File: src/rtl/cvm_pkg.sv
package cvm_pkg;
  localparam int DEF_HALF_W  = 16;
  localparam int DEF_FRAC_W  = 8;
  localparam int DEF_VEC_LEN = 1024;
endpackage

File: src/rtl/cvm_coef_addr.sv
module cvm_coef_addr #(
  parameter int VEC_LEN = 1024,
  localparam int AW = $clog2(VEC_LEN)
) (
  input  logic          clk,
  input  logic          rst,
  input  logic          step,
  output logic [AW-1:0] addr
);
  localparam logic [AW-1:0] LAST = AW'(VEC_LEN - 1);

  always_ff @(posedge clk) begin
    if (rst)       addr <= '0;
    else if (step) addr <= (addr == LAST) ? '0 : addr + 1'b1;
  end


  addr_step_chk: assert property (@(posedge clk) disable iff (rst)
    step |=> addr == (($past(addr) == LAST) ? '0 : $past(addr) + 1'b1));


  addr_hold_chk: assert property (@(posedge clk) disable iff (rst)
    !step |=> $stable(addr));
endmodule

File: src/rtl/cvm_cplx_prod.sv
module cvm_cplx_prod #(
  parameter int HALF_W = 16,
  localparam int WORD_W = 2 * HALF_W,
  localparam int PW = 2 * HALF_W + 2
) (
  input  logic                 clk,
  input  logic                 rst,
  input  logic                 en,
  input  logic                 v_in,
  input  logic [WORD_W-1:0]    samp,
  input  logic [WORD_W-1:0]    coef,
  output logic                 v_q,
  output logic signed [PW-1:0] p_ac,
  output logic signed [PW-1:0] p_bd,
  output logic signed [PW-1:0] p_ad,
  output logic signed [PW-1:0] p_bc
);
  function automatic logic signed [HALF_W:0] to_tc(input logic [HALF_W-1:0] x);
    logic signed [HALF_W:0] m;
    m = $signed({2'b00, x[HALF_W-2:0]});
    return x[HALF_W-1] ? -m : m;
  endfunction

  logic signed [HALF_W:0] a, b, c, d;

  always_comb begin
    a = to_tc(samp[WORD_W-1:HALF_W]);
    b = to_tc(samp[HALF_W-1:0]);
    c = to_tc(coef[WORD_W-1:HALF_W]);
    d = to_tc(coef[HALF_W-1:0]);
  end

  always_ff @(posedge clk) begin
    if (rst)     v_q <= 1'b0;
    else if (en) v_q <= v_in;
  end

  always_ff @(posedge clk) begin
    if (en) begin
      p_ac <= a * c;
      p_bd <= b * d;
      p_ad <= a * d;
      p_bc <= b * c;
    end
  end
endmodule

File: src/rtl/cvm_round_sat.sv
module cvm_round_sat #(
  parameter int HALF_W = 16,
  parameter int FRAC_W = 8,
  parameter int ACC_W  = 35
) (
  input  logic                    clk,
  input  logic                    en,
  input  logic signed [ACC_W-1:0] acc,
  output logic [HALF_W-1:0]       res_q
);
  localparam int MW = HALF_W - 1;
  localparam logic [ACC_W:0] HALF_LSB = (ACC_W + 1)'(1) << (FRAC_W - 1);
  localparam logic [ACC_W:0] MAX_MAG  = (ACC_W + 1)'((1 << MW) - 1);

  logic          neg;
  logic [ACC_W:0] mag, rnd, shr;
  logic [MW-1:0]  mag_o;

  always_comb begin
    neg   = acc[ACC_W-1];
    mag   = {1'b0, neg ? -acc : acc};
    rnd   = mag + HALF_LSB;
    shr   = rnd >> FRAC_W;
    mag_o = (shr > MAX_MAG) ? '1 : shr[MW-1:0];
  end

  always_ff @(posedge clk) begin
    if (en) res_q <= {neg && (mag_o != '0), mag_o};
  end
endmodule

File: src/rtl/cvm_top.sv
module cvm_top #(
  parameter int HALF_W  = cvm_pkg::DEF_HALF_W,
  parameter int FRAC_W  = cvm_pkg::DEF_FRAC_W,
  parameter int VEC_LEN = cvm_pkg::DEF_VEC_LEN,
  localparam int WORD_W = 2 * HALF_W,
  localparam int AW     = $clog2(VEC_LEN)
) (
  input  logic              clk,
  input  logic              rst,
  input  logic              in_valid,
  output logic              in_ready,
  input  logic [WORD_W-1:0] in_data,
  output logic              coef_rd_en,
  output logic [AW-1:0]     coef_addr,
  input  logic [WORD_W-1:0] coef_rdata,
  output logic              out_valid,
  input  logic              out_ready,
  output logic [WORD_W-1:0] out_data
);
  localparam int PW    = 2 * HALF_W + 2;
  localparam int ACC_W = PW + 1;
  localparam logic [HALF_W-1:0] NEG_ZERO = {1'b1, {(HALF_W - 1){1'b0}}};

  logic              adv, accept;
  logic              s1_v, s2_v;
  logic [WORD_W-1:0] s1_data;
  logic signed [PW-1:0] p_ac, p_bd, p_ad, p_bc;
  logic signed [ACC_W-1:0] acc [2];
  logic [HALF_W-1:0] res [2];

  // whole pipe moves together; stall only when the output is held
  assign adv        = !out_valid || out_ready;
  assign in_ready   = adv;
  assign accept     = in_valid && adv;
  assign coef_rd_en = accept;

  cvm_coef_addr #(.VEC_LEN(VEC_LEN)) i_addr (
    .clk (clk), .rst (rst), .step (accept), .addr (coef_addr)
  );

  always_ff @(posedge clk) begin
    if (rst)      s1_v <= 1'b0;
    else if (adv) s1_v <= accept;
  end

  always_ff @(posedge clk) begin
    if (accept) s1_data <= in_data;
  end

  // coefficient word arrives while the sample sits in stage 1
  cvm_cplx_prod #(.HALF_W(HALF_W)) i_prod (
    .clk (clk), .rst (rst), .en (adv), .v_in (s1_v),
    .samp (s1_data), .coef (coef_rdata), .v_q (s2_v),
    .p_ac (p_ac), .p_bd (p_bd), .p_ad (p_ad), .p_bc (p_bc)
  );

  assign acc[0] = {p_ac[PW-1], p_ac} - {p_bd[PW-1], p_bd};
  assign acc[1] = {p_ad[PW-1], p_ad} + {p_bc[PW-1], p_bc};

  for (genvar g = 0; g < 2; g++) begin : g_comp
    cvm_round_sat #(.HALF_W(HALF_W), .FRAC_W(FRAC_W), .ACC_W(ACC_W)) i_rs (
      .clk (clk), .en (adv), .acc (acc[g]), .res_q (res[g])
    );
  end

  always_ff @(posedge clk) begin
    if (rst)      out_valid <= 1'b0;
    else if (adv) out_valid <= s2_v;
  end

  assign out_data = {res[0], res[1]};


  out_hold_chk: assert property (@(posedge clk) disable iff (rst)
    out_valid && !out_ready |=> out_valid && $stable(out_data));


  no_neg_zero_chk: assert property (@(posedge clk) disable iff (rst)
    out_valid |-> (out_data[WORD_W-1:HALF_W] != NEG_ZERO) && (out_data[HALF_W-1:0] != NEG_ZERO));
endmodule

File: config.mk
export PLATFORM = sky130hd
export DESIGN_NAME = cvm_top
export DESIGN_NICKNAME = d
export VERILOG_FILES = /design/src/rtl/cvm_pkg.sv /design/src/rtl/cvm_coef_addr.sv /design/src/rtl/cvm_cplx_prod.sv /design/src/rtl/cvm_round_sat.sv /design/src/rtl/cvm_top.sv
export SDC_FILE = /design/constraint.sdc
export NUM_CORES = 2
export LEC_CHECK = 0
export ABC_AREA = 1
export CAP_MARGIN = 10
export CORE_MARGIN = 1
export CORE_UTILIZATION = 35
export DETAILED_ROUTE_END_ITERATION = 12
export GPL_TIMING_DRIVEN = 1
export PLACE_DENSITY = 0.47
export SETUP_SLACK_MARGIN = 0.15
export SYNTH_ARGS = -nofsm -noshare
export SYNTH_HDL_FRONTEND = slang
export SYNTH_SLANG_ARGS = --single-unit
File: constraint.sdc
create_clock -name clk -period 23.6 [get_ports clk]
set_input_delay 4.72 -clock clk [delete_from_list [all_inputs] [get_ports clk]]
set_output_delay 4.72 -clock clk [all_outputs]
set_load 0.02 [all_outputs]
# Word level (Yosys, flattened, before mapping)
# Cells that the tools add are included.
[word_totals] romBits=0 regBits=213 latch_bits=0 input_bits=68 ramBits=0 mem_count=0 elab_cells=45
[classes] n_mul=4 div=0 reduce_logical=7 eq_ne=1 shift=0 n_mux=9 magnitude_cmp=2 n_bitwise=0 add_sub_neg=11
[ops] operator="multiplier 17 x 17 -> 34 bit" count=4
[ops] operator="adder 35 x 8 -> 36 bit, second input constant" count=2
[ops] operator="two-way mux 35 bit" count=2
[ops] operator="negation 35 bit" count=2
[ops] operator="two-way mux 17 bit" count=4
[ops] operator="negation 15 -> 17 bit" count=4
[ops] operator="greater-than comparator 28 x 15 -> 1 bit, second input constant" count=2
[ops] operator="adder 34 x 34 -> 35 bit" count=1
[ops] operator="subtractor 34 x 34 -> 35 bit" count=1
[ops] operator="two-way mux 15 bit" count=2
[ops] operator="nonzero test 15 bit" count=2
[ops] operator="adder 10 x 1 -> 10 bit, second input constant" count=1
[ops] operator="== test 10 bit, second input constant" count=1
[ops] operator="two-way mux 10 bit" count=1
[ops] operator="logical AND 1 bit" count=3
[ops] operator="zero test 1 bit" count=1
[ops] operator="logical OR 1 bit" count=1

# Depth between registers and ports, before layout
[depth] ltp_word=8 ltp_mapped=49 depth_no_buf=46

# Modules after synthesis
# Synthesis repeated with hierarchy kept, for this count alone.
[unflattened] hier_cells=8624 hier_area_um2=64063.9
[by_module_without_submodules] mod="cvm_cplx_prod" area_each_um2=52325.2 cells_each=6585 instances=1 seq_area_each_um2=4103.9
[by_module_without_submodules] mod="cvm_top" area_each_um2=5916.9 cells_each=1040 instances=1 seq_area_each_um2=1001.0
[by_module_without_submodules] mod="cvm_round_sat" area_each_um2=2666.3 cells_each=465 instances=2 seq_area_each_um2=480.5
[by_module_without_submodules] mod="cvm_coef_addr" area_each_um2=489.2 cells_each=69 instances=1 seq_area_each_um2=200.2

# Worst setup path before layout
# Ideal clock, no wire load.
[synth_path] kind="input port to output port" startpoint="input out_ready" endpoint="output coef_rd_en" path_buffers=0 required_ns=18.880 cell_stages=4 arrival_time_ns=9.878 path_slack_ns=9.002 cell_sequence="nor2_1 inv_1 nand2_1 inv_1"
[synth_via] elab_chain_cells=2
[synth_lines] element="start, declared" line_no="cvm_top.sv:17" rtl="input logic out_ready,"
[synth_lines] element="logical OR 1 bit" line_no="cvm_top.sv:32" rtl="assign adv = !out_valid || out_ready;"
[synth_lines] element="net in_ready" line_no="cvm_top.sv:11" rtl="output logic in_ready,"
[synth_lines] element="logical AND 1 bit" line_no="cvm_top.sv:34" rtl="assign accept = in_valid && adv;"
[synth_lines] element="end, declared" line_no="cvm_top.sv:13" rtl="output logic coef_rd_en,"
# The timed path passes the listed nets, and every way through them passes these cells.

# Final worst setup path
[layout_path] startpoint="input coef_rdata[16]" endpoint="register i_prod.p_bc[32] (data pin)"
[layout_via] elab_chain_cells=3
[layout_lines] element="start, declared" line_no="cvm_top.sv:15" rtl="input logic [WORD_W-1:0] coef_rdata,"
[layout_lines] element="negation 15 -> 17 bit" line_no="cvm_cplx_prod.sv:21" rtl="return x[HALF_W-1] ? -m : m;"
[layout_lines] element="two-way mux 17 bit (*)" line_no="cvm_cplx_prod.sv:21"
[layout_lines] element="multiplier 17 x 17 -> 34 bit (*)" line_no="cvm_cplx_prod.sv:43" rtl="p_bc <= b * c;"
[layout_lines] element="end signal, assigned" line_no="cvm_cplx_prod.sv:43"
[layout_lines] element="end, declared" line_no="cvm_cplx_prod.sv:16" rtl="output logic signed [PW-1:0] p_bc"
# Every way passes the cells marked *; elsewhere a longest branch is shown, timed or not.
# A chain may end at the register's enable or synchronous reset.

==> run metrics <==
status=finished clean; RSZ-0062 raised after global routing=no; TritonCTS clock tree=yes; post-CTS resize count=0; relative slew slack=0.2182; initial antenna violation count=6; number of synthesized flops with an enable pin=200; detailed placer's ending HPWL=roughly 150,000 um; top_reg_cell synth=edfxtp_1; fill cell count=roughly 18,000; Synth async-reset ratio=0; Worst-Margin Slew=between 1 and 1.5 ns; Hold WS=0.4684 ns; DRC viols=0; Mapped Avg Cell Area=approximately 7.9 um^2; die area=172,100 um^2; Routed Antenna Nets=0; Syn Inst Count=7,551; worst setup path class=in2reg; Bufs on Longest Clock Path=3; CP Max Fanout=33; Distinct cells, synth=60; Post-Route WL=188,000 um; grt ovf=0; first-pass GRT wire length=a little under 300,000 um; Multi-input gate area=between 40,000 and 50,000 um^2; area leader, netlist=fa_1; clk slew on worst S/H paths=~0.060 ns; I/O pins=roughly 110; TritonCTS Sinks=~210; vias in the first global route=between 40,000 and 50,000; Ys Warns=0; share of post-route cells with drive strength above 1=0.04609; gpl congestion=between 0.8 and 0.9; share of the synthesized area in the top cell type=0.3981; CP startpoint kind=input pin; Crit path top cell by count=inv_1; Layout Skew=0.02146 ns; Final Max Slew Viols=0; Mapped Nets=just over 9,000; setup TNS=0 ns; vias per inst=just under 5; register area share after synthesis=0.1051; Setup-failing EPs final=0; Hold Crit Class=reg2reg; Synth top cells by count=1,882 x nand2_1, 1,811 x inv_1, 1,186 x fa_1; Routed WL per cell=around 19 um; largest net degree at the start of global routing=65; Worst Setup End Kind=register; H-tree lvl count=1; Initial DRT Pass Iterations=6; Area growth, synth to finish=8.326%; Req. time, crit path=about 24 ns; Hold Fails Final Rpt=0; die span in y=just over 400 um; dominant cells by area after synthesis=fa_1 40%, nand2_1 12%, inv_1 11%; Max Fclk=~0.07 GHz; clock root cell=clkbuf_16; All-Layer GR Usage=0.2223; Starting DRT DRC Count=roughly 2,900; Starting Density=0.3523; sequential cell area=6266 um^2; Seq cells post-synth=~210; Slowest cell on crit path=inv_1; Total Nets Final=about 9,300; die width=414.8 um; I/O Buffers=112; hold buffer count at cts=0; postcts setup bufs=0; minimum clock period=between 10 and 15 ns; clk_lat worst skew=~0.67 ns; WP data arrival=14.50 ns; total CTS buffers=31; Core Area=roughly 170,000 um^2; top-count cell post-synth=nand2_1; Vias=47,589; Max Cap Violations=0; row count=about 150; Mapped Area=around 60,000 um^2; max incr delay on CP=between 0.5 and 0.6 ns; fin crit share=0.5968
placed cells by master, fill, tap and decap left out, drive strengths merged, types with 2 or more instances in the layout:
| cell | Yosys | layout |
|---|---|---|
| nand2 | 1949 | 1949 |
| inv | 1839 | 1846 |
| fa | 1186 | 1186 |
| nor2 | 758 | 758 |
| ha | 415 | 415 |
| nand3 | 264 | 264 |
| edfxtp | 200 | 200 |
| a21oi | 175 | 175 |
| xor2 | 132 | 132 |
| clkdlybuf4s50 | 0 | 112 |
| o21ai | 101 | 101 |
| buf | 26 | 89 |
| xnor2 | 72 | 72 |
| nand4 | 63 | 63 |
| nor3 | 39 | 39 |
| clkbuf | 168 | 37 |
| clkinv | 23 | 30 |
| or2 | 26 | 26 |
| nand3b | 24 | 24 |
| o21bai | 14 | 14 |
| dfxtp | 13 | 13 |
| a31oi | 11 | 11 |
| a21boi | 8 | 8 |
| or3 | 7 | 7 |
| and2 | 7 | 7 |
| a21o | 6 | 6 |
| o31ai | 5 | 5 |
| bufinv | 0 | 4 |
| nor4 | 4 | 4 |
| and3 | 3 | 3 |
| clkinvlp | 0 | 3 |
| o211ai | 2 | 2 |
| a211oi | 2 | 2 |
| a31o | 2 | 2 |
sequential cells by signal (all words and copies together), names as in the netlist:
name	cells
i_prod.p_bc	34
s1_v	1
i_prod.p_ad	34
g_comp.i_rs.res_q	32
i_prod.v_q	1
i_addr.addr	10
out_valid	1
s1_data	32
i_prod.p_ac	34
i_prod.p_bd	34
final timing paths:
check	start	depth (start not counted)	slack (ns)	to
max	coef_rdata[16]	45	9.52	i_prod.p_bc[32]$_DFFE_PN_
min	s1_v$_SDFFE_PP0N_	2	0.47	i_prod.v_q$_SDFFE_PP0N_
max reg2reg	s1_data[16]$_DFFE_PP_	40	13.90	i_prod.p_ac[32]$_DFFE_PN_
min reg2reg	s1_v$_SDFFE_PP0N_	2	0.47	i_prod.v_q$_SDFFE_PP0N_
critical path: cells and delay by family:
family                   cells  cell delay, ns
AO/OA/AOI/OAI                8            1.99
XOR/XNOR                     1            0.15
adder cells (fa/ha/maj)      8            3.48
buffers and inverters       15            2.55
AND/OR/NAND/NOR             13            1.55
final cells by class:
type	instances	share of cell area
Antenna cell	1	0.00003873
Clock inverter	21	0.003660
Tap cell	2218	0.04295
Timing Repair Buffer	201	0.02769
Sequential cell	213	0.09698
Clock buffer	37	0.01317
Multi-Input combinational cell	5282	0.7072
Inverter	1862	0.1083
layer usage:
layer / vias up / wire (um) / GRT usage
met3: 207 / 13510 / 0.04019
met5: - / 13 / 0
met4: 2 / 6298 / 0.06315
met2: 1319 / 84590 / 0.3552
met1: 23770 / 83590 / 0.3073
li1: 22291 / - / -
cells by family after synthesis:
group / after synthesis / share of synthesized area
fa+ha+maj: 1601 / 0.4851
simple gates: 3146 / 0.2191
flops: 213 / 0.1051
xor+xnor: 204 / 0.03008
compound gates: 331 / 0.03025
buf+inv: 2056 / 0.1304
metrics by stage:
stage	cells	instance area, um^2	worst slack, ns	util
floorplan	7551	59640	9.002	-
global placement	9776	63520	8.749	0.3752
detailed placement	9776	63520	8.886	0.3752
CTS	9834	64610	9.590	0.3816
global route	9834	64610	8.774	0.3816
finish	9835	64610	9.515	0.3817
Power is left out: the tool's default activity adds up to more than one toggle a clock period on the data nets, which glitch-free logic cannot reach.
